--- config.mk ---
export PLATFORM = sky130hd
export DESIGN_NAME = rstseq_top
export DESIGN_NICKNAME = d
export VERILOG_FILES = /design/src/rtl/rstseq_pkg.sv /design/src/rtl/rstseq_sync.sv /design/src/rtl/rstseq_debounce.sv /design/src/rtl/rstseq_hold.sv /design/src/rtl/rstseq_top.sv
export SDC_FILE = /design/constraint.sdc
export NUM_CORES = 1
export LEC_CHECK = 0
export ABC_CLOCK_PERIOD_IN_PS = 3100
export CORE_MARGIN = 8
export CORE_UTILIZATION = 40
export DETAILED_ROUTE_END_ITERATION = 10
export GPL_TIMING_DRIVEN = 0
export SYNTH_ARGS = -nofsm -noshare
export SYNTH_HDL_FRONTEND = slang
export SYNTH_HIERARCHICAL = 1
export SYNTH_SLANG_ARGS = --single-unit
--- constraint.sdc ---
create_clock -name clk_i -period 3.1 [get_ports clk_i]
set_input_delay 0.31 -clock clk_i [delete_from_list [all_inputs] [get_ports clk_i]]
set_output_delay 0.31 -clock clk_i [all_outputs]
set_load 0.1 [all_outputs]
--- src/rtl/rstseq_pkg.sv ---
package rstseq_pkg;
  localparam int unsigned MIN_HOLD_MS = 100;

  function automatic int unsigned ms_to_cycles(int unsigned clk_hz, int unsigned ms);
    longint unsigned prod;
    prod = 64'(clk_hz) * 64'(ms) / 64'd1000;
    if (prod < 64'd1) prod = 64'd1;
    return int'(prod);
  endfunction

  function automatic int unsigned clamp_hold_ms(int unsigned ms);
    return (ms < MIN_HOLD_MS) ? MIN_HOLD_MS : ms;
  endfunction
endpackage

--- src/rtl/rstseq_sync.sv ---
module rstseq_sync #(
  parameter int unsigned STAGES  = 2,
  parameter bit          RST_VAL = 1'b1
) (
  input  logic clk_i,
  input  logic rst_ni,
  input  logic d_i,
  output logic q_o
);
  logic [STAGES-1:0] stage_q;

  always_ff @(posedge clk_i or negedge rst_ni) begin
    if (!rst_ni) stage_q <= {STAGES{RST_VAL}};
    else         stage_q <= {stage_q[STAGES-2:0], d_i};
  end

  assign q_o = stage_q[STAGES-1];
endmodule

--- src/rtl/rstseq_debounce.sv ---
module rstseq_debounce #(
  parameter int unsigned DB_CYCLES = 100
) (
  input  logic clk_i,
  input  logic rst_ni,
  input  logic level_ni,
  output logic press_o
);
  localparam int unsigned CW = $clog2(DB_CYCLES + 1);
  localparam logic [CW-1:0] LAST = CW'(DB_CYCLES - 1);

  logic [CW-1:0] cnt_q;
  logic          stable_q;
  logic          press_q;
  logic          differ;
  logic          accept;

  assign differ = (level_ni != stable_q);
  assign accept = differ && (cnt_q == LAST);

  always_ff @(posedge clk_i or negedge rst_ni) begin
    if (!rst_ni) begin
      cnt_q    <= '0;
      stable_q <= 1'b1;
      press_q  <= 1'b0;
    end else begin
      // only a new low level counts as a press; rising level is dropped
      press_q <= accept && !level_ni;
      if (!differ) begin
        cnt_q <= '0;
      end else if (accept) begin
        cnt_q    <= '0;
        stable_q <= level_ni;
      end else begin
        cnt_q <= cnt_q + 1'b1;
      end
    end
  end

  assign press_o = press_q;
endmodule

--- src/rtl/rstseq_hold.sv ---
module rstseq_hold #(
  parameter int unsigned HOLD_CYCLES = 1000
) (
  input  logic clk_i,
  input  logic rst_ni,
  input  logic trig_i,
  output logic reset_pd_o,
  output logic halt_pd_o,
  output logic release_o
);
  localparam int unsigned CW = $clog2(HOLD_CYCLES + 1);
  localparam logic [CW-1:0] FULL = CW'(HOLD_CYCLES);

  logic [CW-1:0] cnt_q, cnt_n;
  logic          rst_pd_q, halt_pd_q, rel_q;

  always_comb begin
    if (trig_i)            cnt_n = FULL;
    else if (cnt_q != '0)  cnt_n = cnt_q - 1'b1;
    else                   cnt_n = '0;
  end

  always_ff @(posedge clk_i or negedge rst_ni) begin
    if (!rst_ni) begin
      cnt_q     <= FULL;
      rst_pd_q  <= 1'b1;
      halt_pd_q <= 1'b1;
      rel_q     <= 1'b0;
    end else begin
      cnt_q     <= cnt_n;
      rst_pd_q  <= (cnt_n != '0);
      halt_pd_q <= (cnt_n != '0);
      rel_q     <= (cnt_q != '0) && (cnt_n == '0);
    end
  end

  assign reset_pd_o = rst_pd_q;
  assign halt_pd_o  = halt_pd_q;
  assign release_o  = rel_q;
endmodule

--- src/rtl/rstseq_top.sv ---
module rstseq_top
  import rstseq_pkg::*;
#(
  parameter int unsigned CLK_HZ      = 8_000_000,
  parameter int unsigned HOLD_MS     = 100,
  parameter int unsigned DEBOUNCE_MS = 10
) (
  input  logic clk_i,
  input  logic rst_ni,
  input  logic btn_ni,
  input  logic host_req_i,
  output logic reset_pd_o,
  output logic halt_pd_o,
  output logic rst_active_o,
  output logic release_o
);
  localparam int unsigned HOLD_CYCLES = ms_to_cycles(CLK_HZ, clamp_hold_ms(HOLD_MS));
  localparam int unsigned DB_CYCLES   = ms_to_cycles(CLK_HZ, DEBOUNCE_MS);

  logic btn_sync_n;
  logic press;
  logic trig;

  rstseq_sync #(.STAGES(2), .RST_VAL(1'b1)) u_sync (
    .clk_i (clk_i),
    .rst_ni(rst_ni),
    .d_i   (btn_ni),
    .q_o   (btn_sync_n)
  );

  rstseq_debounce #(.DB_CYCLES(DB_CYCLES)) u_db (
    .clk_i   (clk_i),
    .rst_ni  (rst_ni),
    .level_ni(btn_sync_n),
    .press_o (press)
  );

  assign trig = press | host_req_i;

  rstseq_hold #(.HOLD_CYCLES(HOLD_CYCLES)) u_hold (
    .clk_i     (clk_i),
    .rst_ni    (rst_ni),
    .trig_i    (trig),
    .reset_pd_o(reset_pd_o),
    .halt_pd_o (halt_pd_o),
    .release_o (release_o)
  );

  assign rst_active_o = reset_pd_o;
endmodule

==> impl_results.rst, run 1 <==
.. list-table::
   :header-rows: 1

   * - Metric
     - Value
   * - Multi-input gate area in the final layout
     - roughly 0.0011 mm2
   * - Clock latency of the later-clocked register in the worst-skew pair
     - roughly 0.31 ns
   * - Clock skew after layout
     - 0.00708 ns
   * - Synth Flop Type
     - dfrtp_1
   * - Global routing usage summed across all routing layers
     - a little under an eighth
   * - Critical hold path startpoint
     - u_sync/stage_q[0]$_DFF_PN1_
   * - Area of the placeable core
     - approximately 0.0055 mm2
   * - Overflow left after global routing
     - 0
   * - Number of rows created at floorplan
     - 27
   * - Initial Utilization
     - roughly two fifths
   * - Vias per Instance
     - ~5.2
   * - Final-layout worst hold slack
     - approximately 0.36 ns
   * - Number of max-slew violations in the final report
     - 0
   * - Number of search-and-repair iterations in the first detailed-routing pass
     - 4
   * - RSZ-0062 raised after global routing
     - false
   * - CTS tree
     - yes
   * - Fmax
     - roughly 370 MHz
   * - Asr flop ratio synth
     - 100%
   * - Worst R2R Path Depth
     - 8
   * - Worst IR drop on VDD
     - slightly below 0.0003 V
   * - Synth Net Count
     - 242
   * - Sequential group share of total power
     - between 50 and 60%
   * - Leakage
     - 0.999 nW
   * - Antenna violations before repair
     - 0
   * - Relative max-transition margin
     - roughly a third
   * - Critical path type
     - flip-flop to flip-flop
   * - Buffer depth of the longest clock path
     - 2
   * - Pint
     - 0.862 mW
   * - Commonest non-fill, non-tap cell in the layout
     - nor2_1
   * - Type of the tightest min-delay check
     - flip-flop to flip-flop
   * - Worst hold path stage count
     - 0
   * - Count of buffers inserted at the top-level ports
     - 7
   * - FF+latch area
     - 0.00109 mm2
   * - Result of the run
     - finished clean
   * - Wire length of the first global-routing pass
     - about 7900 um
   * - Clock Power Share
     - 32.0%
   * - Drc violations
     - 0
   * - Number of setup buffers added after CTS
     - 0
   * - Hpwl dp
     - 3140 um
   * - Share of the yosys chip area belonging to registers
     - 47.4%
   * - Wire length per cell after detailed routing
     - around 14 um
   * - Chip width
     - 91.8 um
   * - I/O pin count
     - 8
   * - Count of warnings emitted by yosys
     - 6
   * - Count of distinct cell types in the synthesized netlist
     - 43
   * - Setup slack of the worst register-to-register path
     - 0.41 ns
   * - Total detailed-routing wirelength
     - roughly 4500 um
   * - RD Place Congestion
     - 0.803
   * - Total power per unit cell area
     - between 400 and 500 mW/mm2
   * - Final TNS setup
     - 0 ns
   * - Vert. Die Dim
     - ~92 um
   * - Via count of the first global-routing pass
     - 1707
   * - Area of the die
     - 0.00843 mm2
   * - Switching part of the total power
     - 30.5%
   * - Root buffer selected by CTS
     - clkbuf_8
   * - Total chip power
     - between 1 and 1.5 mW
   * - Number of register bits inferred by synthesis
     - 43
   * - Antenna cells
     - 0
   * - Critical-path maximum fanout
     - 10
   * - Setup crit start kind
     - flip-flop
   * - Hold Vio Cnt, Final
     - 0
   * - Count of vias placed by the detailed router
     - ~1700
   * - Most frequent cells in the layout
     - nor2_1, dfrtp_1, xnor2_1
   * - Reg-to-Reg Start
     - u_hold/cnt_q[0]$_DFF_PN0_
   * - Signed area change from the synthesized netlist to the final layout
     - 12.4%
   * - Number of sinks handled by clock tree synthesis
     - 43
   * - Capturing point of the worst reg2reg path
     - u_hold/cnt_q[9]$_DFF_PN0_
   * - Final #Nets
     - between 200 and 300
   * - Antenna-violating nets left
     - 0
   * - Pin count of the biggest net entering global routing
     - 37
   * - Net switching power of the design
     - 0.378 mW
   * - First-iteration detailed-routing DRC count
     - between 40 and 50
   * - TritonCTS Buffers
     - 5
   * - Minimum clock period after layout
     - between 2 and 3 ns
   * - Count of flip-flops with a built-in enable after synthesis
     - 0
   * - Slew of the pin with the lowest slew margin
     - about 0.97 ns
   * - CP Data Arrival Time
     - roughly 2.9 ns
   * - Min-Delay Endpoint
     - u_sync/stage_q[1]$_DFF_PN1_
   * - Fraction of power consumed by combinational cells
     - ~17%
   * - Clock slew seen by the registers of the worst setup and hold paths
     - about 0.080 ns
   * - Cell area after synthesis
     - between 0.002 and 0.0025 mm2
   * - Fraction of final layout cells sized beyond drive strength 1
     - approximately 15%
   * - Number of fill cells
     - 530
   * - Endpoint required time on the critical path
     - 3.29 ns
   * - Synthesized netlist cell count
     - ~240
   * - Post-synthesis average cell area
     - ~9.8 um2
   * - Nature of the critical path endpoint
     - flip-flop
   * - Final period util
     - roughly 87%
   * - Total setup violations reported at the end of the flow
     - 0
   * - CTS H-Tree Depth
     - 2
   * - Max cap viols
     - 0
-- metal layers --
layer	global-route usage, %	part of all wire [%]	up-vias
li1	-	-	852
met1	13.2	48	807
met2	19.7	47	25
met3	3.02	3.4	9
met4	4.43	1.5	0
met5	0	0	-
-- power by group through the flow --
stage | Clock (mW) | Sequential, mW | Combinational [mW]
after floorplan | 0 | 0.632 | 0.159
after global placement | 0 | 0.638 | 0.211
after detailed placement | 0 | 0.639 | 0.213
after CTS | 0.412 | 0.628 | 0.215
after global routing | 0.430 | 0.633 | 0.239
final | 0.396 | 0.629 | 0.215
-- cell type report --
class	instances	area share, %
buffer	11	2.86
clock buffer	6	3.20
clock inverter	2	0.630
inverter	7	1.02
multi-input combinational	174	43.0
sequential	43	42.2
tap	72	3.49
timing repair buffer	9	3.68
-- sequential cells by signal, indices dropped and copies added (netlist names) --
name              count
u_db/press_o          1
u_sync/stage_q        2
u_db/stable_q         1
u_hold/cnt_q         20
u_hold/release_o      1
u_hold/halt_pd_o      1
u_db/cnt_q           17
-- kinds of logic (layout without fill, tap and decap cells) --
kind of cell	Yosys count	count (layout)	synth area share [%]
AOI/OAI and AO/OA	27	27	8.55
xor gates and xnor gates	29	29	11.1
adders and majority gates	3	3	1.63
buffers and inverters	18	35	4.35
DFF	43	43	47.4
muxes	1	1	0.490
and+or+nand+nor	114	114	26.6
-- critical path, cell delays in order, from the launching register on --
cell,delay (ns)
dfrtp_1,0.46
inv_1,0.11
ha_1,0.14
nor4b_1,0.62
nand2_1,0.11
nor2_1,0.39
or2_0,0.37
buf_2,0.29
nor2_1,0.07
-- worst max-delay path by stage --
stage,start,end,slack (ns),cells after the start
2_1_floorplan,u_hold/cnt_q[0]$_DFF_PN0_,u_hold/release_o$_DFF_PN0_,0.87,8
3_3_place_gp,u_hold/cnt_q[0]$_DFF_PN0_,u_hold/cnt_q[9]$_DFF_PN0_,0.40,8
3_5_place_dp,u_hold/cnt_q[0]$_DFF_PN0_,u_hold/cnt_q[16]$_DFF_PN0_,0.37,8
4_1_cts,u_hold/cnt_q[0]$_DFF_PN0_,u_hold/cnt_q[11]$_DFF_PN0_,0.37,8
5_1_grt,u_hold/cnt_q[0]$_DFF_PN0_,u_hold/cnt_q[6]$_DFF_PN0_,0.17,8
6_report,u_hold/cnt_q[0]$_DFF_PN0_,u_hold/cnt_q[9]$_DFF_PN0_,0.41,8
-- through the flow --
stage          utilization, %  worst slack (ns)  instances  instance area [um2]
2_1_floorplan               -             0.868        235                 2300
3_3_place_gp             44.4             0.399        314                 2460
3_5_place_dp             44.6             0.374        315                 2470
4_1_cts                  46.6             0.370        324                 2580
5_1_grt                  46.6             0.171        324                 2580
6_report                 46.6             0.413        324                 2580
-- synth_stat cells, types with 2 or more instances --
cell type / n / area, um2
buf_4: 2 / 15.0
dfrtp_1: 33 / 826
nor3_1: 15 / 75.1
xor2_1: 8 / 70.1
o31ai_1: 3 / 22.5
or4_1: 3 / 22.5
inv_1: 7 / 26.3
nor4b_1: 2 / 17.5
a31o_2: 3 / 26.3
xnor2_1: 21 / 184
and3_1: 2 / 12.5
dfstp_2: 10 / 263
o21ai_0: 4 / 20.0
o21bai_1: 5 / 37.5
nand4_1: 10 / 62.6
buf_2: 2 / 10.0
nor3b_1: 5 / 37.5
nand3_1: 5 / 25.0
a21oi_1: 5 / 25.0
nor2_1: 41 / 154
clkbuf_1: 3 / 11.3
buf_6: 3 / 33.8
nand2_1: 13 / 48.8
o21a_1: 2 / 15.0
ha_1: 3 / 37.5
nand3b_1: 2 / 15.0
nor4_1: 7 / 43.8
-- timing repair --
action                    CTS  global route
gates resized for setup     0             0
hold endpoints to repair    2             0
hold buffers                1             0
No activity file was read; power rests on OpenSTA's default activity.
==> run 2: changes to the inputs <==
--- a/config.mk
+++ b/config.mk
@@ -6,6 +6,7 @@
 export NUM_CORES = 1
 export LEC_CHECK = 0
 export ABC_CLOCK_PERIOD_IN_PS = 3100
+export CORE_ASPECT_RATIO = 2
 export CORE_MARGIN = 8
 export CORE_UTILIZATION = 40
 export DETAILED_ROUTE_END_ITERATION = 10
==> impl_results.rst, run 2 (same netlist as run 1, synthesis figures left out) <==
.. list-table::
   :header-rows: 1

   * - Metric
     - Value
   * - Result of the run
     - finished, violations left
   * - Violated checks
     - hold timing
   * - Worst IR drop on VDD
     - 0.000598 V (+110%)
   * - Total chip power
     - 1.45 mW (+17%)
   * - Total detailed-routing wirelength
     - 4570 um (+2.6%)
   * - Critical path type
     - flip-flop to flip-flop
   * - Total power per unit cell area
     - 549 mW/mm2 (+14%)
   * - Flip-flop count of the largest register, all copies and words added
     - 20 (unchanged)
   * - Count of buffers inserted at the top-level ports
     - 7 (unchanged)
   * - Minimum clock period after layout
     - 2.69 ns (+0.000282 ns)
   * - Clock slew seen by the registers of the worst setup and hold paths
     - 0.06 ns (-0.02 ns)
   * - CTS tree
     - yes
   * - Nature of the critical path endpoint
     - flip-flop
   * - Initial Utilization
     - 41.0% (-0.53 points)
   * - RSZ-0062 raised after global routing
     - false
   * - Root buffer selected by CTS
     - clkbuf_16
   * - Critical-path maximum fanout
     - 10 (unchanged)
   * - Wire length per cell after detailed routing
     - 14.7 um (+6.6%)
   * - Endpoint required time on the critical path
     - 3.26 ns (-0.03 ns)
   * - Vias per Instance
     - 5.47 (+4.8%)
   * - Overflow left after global routing
     - 0 (unchanged)
   * - Signed area change from the synthesized netlist to the final layout
     - 14.7%
   * - Final non-filler cell area
     - 0.00264 mm2 (+2.1%)
   * - Final #Nets
     - 257 (-0.39%)
   * - Hold buffer count at CTS
     - 0 (-1)
   * - Final-layout worst hold slack
     - -0.0134 ns (-0.373 ns)
   * - Register ranked first by flip-flop count
     - u_hold/cnt_q
   * - Total setup violations reported at the end of the flow
     - 0 (unchanged)
   * - Hold Vio Cnt, Final
     - 17 (+17)
   * - Drc violations
     - 0 (unchanged)
   * - Type of the tightest min-delay check
     - input pin to async pin
   * - Fmax
     - 372 MHz (about the same)
   * - Setup crit start kind
     - flip-flop
   * - Area of the placeable core
     - 0.00561 mm2 (+1.3%)
   * - Cell repeated most along the worst path
     - nor2_1
   * - Number of sinks handled by clock tree synthesis
     - 43 (unchanged)
   * - Slew of the pin with the lowest slew margin
     - 0.966 ns (-0.00272 ns)
   * - CP Data Arrival Time
     - 2.85 ns (-0.03 ns)
   * - Biggest regs
     - u_hold/cnt_q x20, u_db/cnt_q x17, u_sync/stage_q x2
   * - Buffer depth of the longest clock path
     - 2 (unchanged)
   * - Maximum single-stage delay on the critical path
     - 0.60 ns (-0.02 ns)
   * - Clock skew after layout
     - 0.00490 ns (-0.00218 ns)
   * - Hpwl dp
     - 3260 um (+3.7%)
   * - Antenna-violating nets left
     - 0 (unchanged)
   * - First-iteration detailed-routing DRC count
     - 111 (+140%)
   * - Leakage
     - 1.03 nW (+3.6%)
   * - Setup slack of the worst register-to-register path
     - 0.41 ns (about the same)
   * - Antenna cells
     - 0 (unchanged)
   * - Antenna violations before repair
     - 0 (unchanged)
   * - Cells along the critical path
     - inv_1 > ha_1 > nor4b_1 > nand2_1 > nor2_1 > or2_0 > buf_2 > nor2_1
   * - Number of rows created at floorplan
     - 39 (+44%)
   * - Commonest non-fill, non-tap cell in the layout
     - nor2_1
   * - I/O pin count
     - 8 (unchanged)
   * - Global routing usage summed across all routing layers
     - 11.3% (-0.10 points)
   * - Area of the die
     - 0.00857 mm2 (+1.7%)
   * - Wire length of the first global-routing pass
     - 8030 um (+1.9%)
   * - Chip width
     - 69.6 um (-24%)
   * - Via count of the first global-routing pass
     - 1679 (-1.6%)
   * - Number of setup buffers added after CTS
     - 0 (unchanged)
   * - Pin count of the biggest net entering global routing
     - 24 (-35%)
   * - Final TNS setup
     - 0 ns (unchanged)
   * - Library cell contributing the largest single delay on the critical path
     - nor4b_1
   * - Max cap viols
     - 0 (unchanged)
   * - Relative max-transition margin
     - 35.4% (+0.18 points)
   * - Final period util
     - 86.7% (about the same)
   * - Number of max-slew violations in the final report
     - 0 (unchanged)
   * - Placement-stage cell area
     - 0.00247 mm2 (-0.25%)
   * - Most frequent cells in the layout
     - nor2_1, dfrtp_1, xnor2_1
   * - Vert. Die Dim
     - 123 um (+34%)
   * - Number of buffer and inverter stages on the critical path
     - 2 (unchanged)
   * - Clock latency of the later-clocked register in the worst-skew pair
     - 0.29 ns (-0.02 ns)
   * - TritonCTS Buffers
     - 5 (unchanged)
   * - RD Place Congestion
     - 0.929 (+16%)
   * - Number of search-and-repair iterations in the first detailed-routing pass
     - 4 (unchanged)
   * - Instance count after placement with tap cells included
     - 304 (-3.5%)
   * - Count of vias placed by the detailed router
     - 1708 (+0.89%)
   * - Cell family contributing the most delay on the critical path
     - simple AND/OR/NAND/NOR gates
   * - CTS H-Tree Depth
     - 2 (unchanged)
   * - Non-filler cells, final
     - 312 (-3.7%)
   * - Fraction of final layout cells sized beyond drive strength 1
     - 15.5% (+0.062 points)
   * - Post-cts resize count
     - 0 (unchanged)
-- run 2: cell types whose count changed in the layout (fill, tap and decap cells not counted), sizes merged --
cell,change
clkbuf,-1
bufinv,+1
clkinvlp,-1
clkinv,+1
dlygate4sd3,-1
-- run 2: power by group --
| part | switching (mW) | total (mW) | internal, mW | leakage, nW |
|---|---|---|---|---|
| combinational | 0.130 | 0.215 | 0.0845 | 0.394 |
| clock | 0.223 | 0.603 | 0.380 | 0.0838 |
| sequential | 0.0346 | 0.631 | 0.596 | 0.557 |
| total | 0.388 | 1.45 | 1.06 | 1.03 |
-- run 2: routing by layer --
metal  track usage (%)  routed length [um]  up-vias
li1                  -                   -      850
met1              14.1                2180      822
met2              17.6                2160       27
met3              2.41                 146        9
met4              6.71                  91        0
met5                 0                   0        -
-- run 2: layout make-up --
cell class,count,area [um2]
fillers,501,2980
multi-input cells,174,1110
flip-flops and latches,43,1090
clock buffers,5,125
repair buffers,8,92.6
well taps,61,76.3
plain buffers,11,73.8
clock inverters,3,43.8
inverters,7,26.3
-- run 2: per-stage QoR --
stage                     setup slack [ns]  utilization, %  hold slack, ns
after floorplan                      0.868               -          0.0144
after global placement               0.482            43.6           0.351
after detailed placement             0.473            44.0           0.311
after CTS                            0.435            47.0         0.00567
after global routing                 0.112            47.0          0.0300
final                                0.412            47.0         -0.0134
-- run 2: worst paths after layout --
| kind | startpoint | endpoint | cells past startpoint |
|---|---|---|---|
| max in group asynchronous | rst_ni | u_hold/cnt_q[10]$_DFF_PN1_ | 2 |
| worst min-delay path | rst_ni | u_db/cnt_q[11]$_DFF_PN0_ | 1 |
| worst max-delay path | u_hold/cnt_q[0]$_DFF_PN0_ | u_hold/cnt_q[15]$_DFF_PN0_ | 8 |
| worst min register to register | u_sync/stage_q[0]$_DFF_PN1_ | u_sync/stage_q[1]$_DFF_PN1_ | 0 |
| worst max register to register | u_hold/cnt_q[0]$_DFF_PN0_ | u_hold/cnt_q[15]$_DFF_PN0_ | 8 |
| min in group clk_i | u_sync/stage_q[0]$_DFF_PN1_ | u_sync/stage_q[1]$_DFF_PN1_ | 0 |
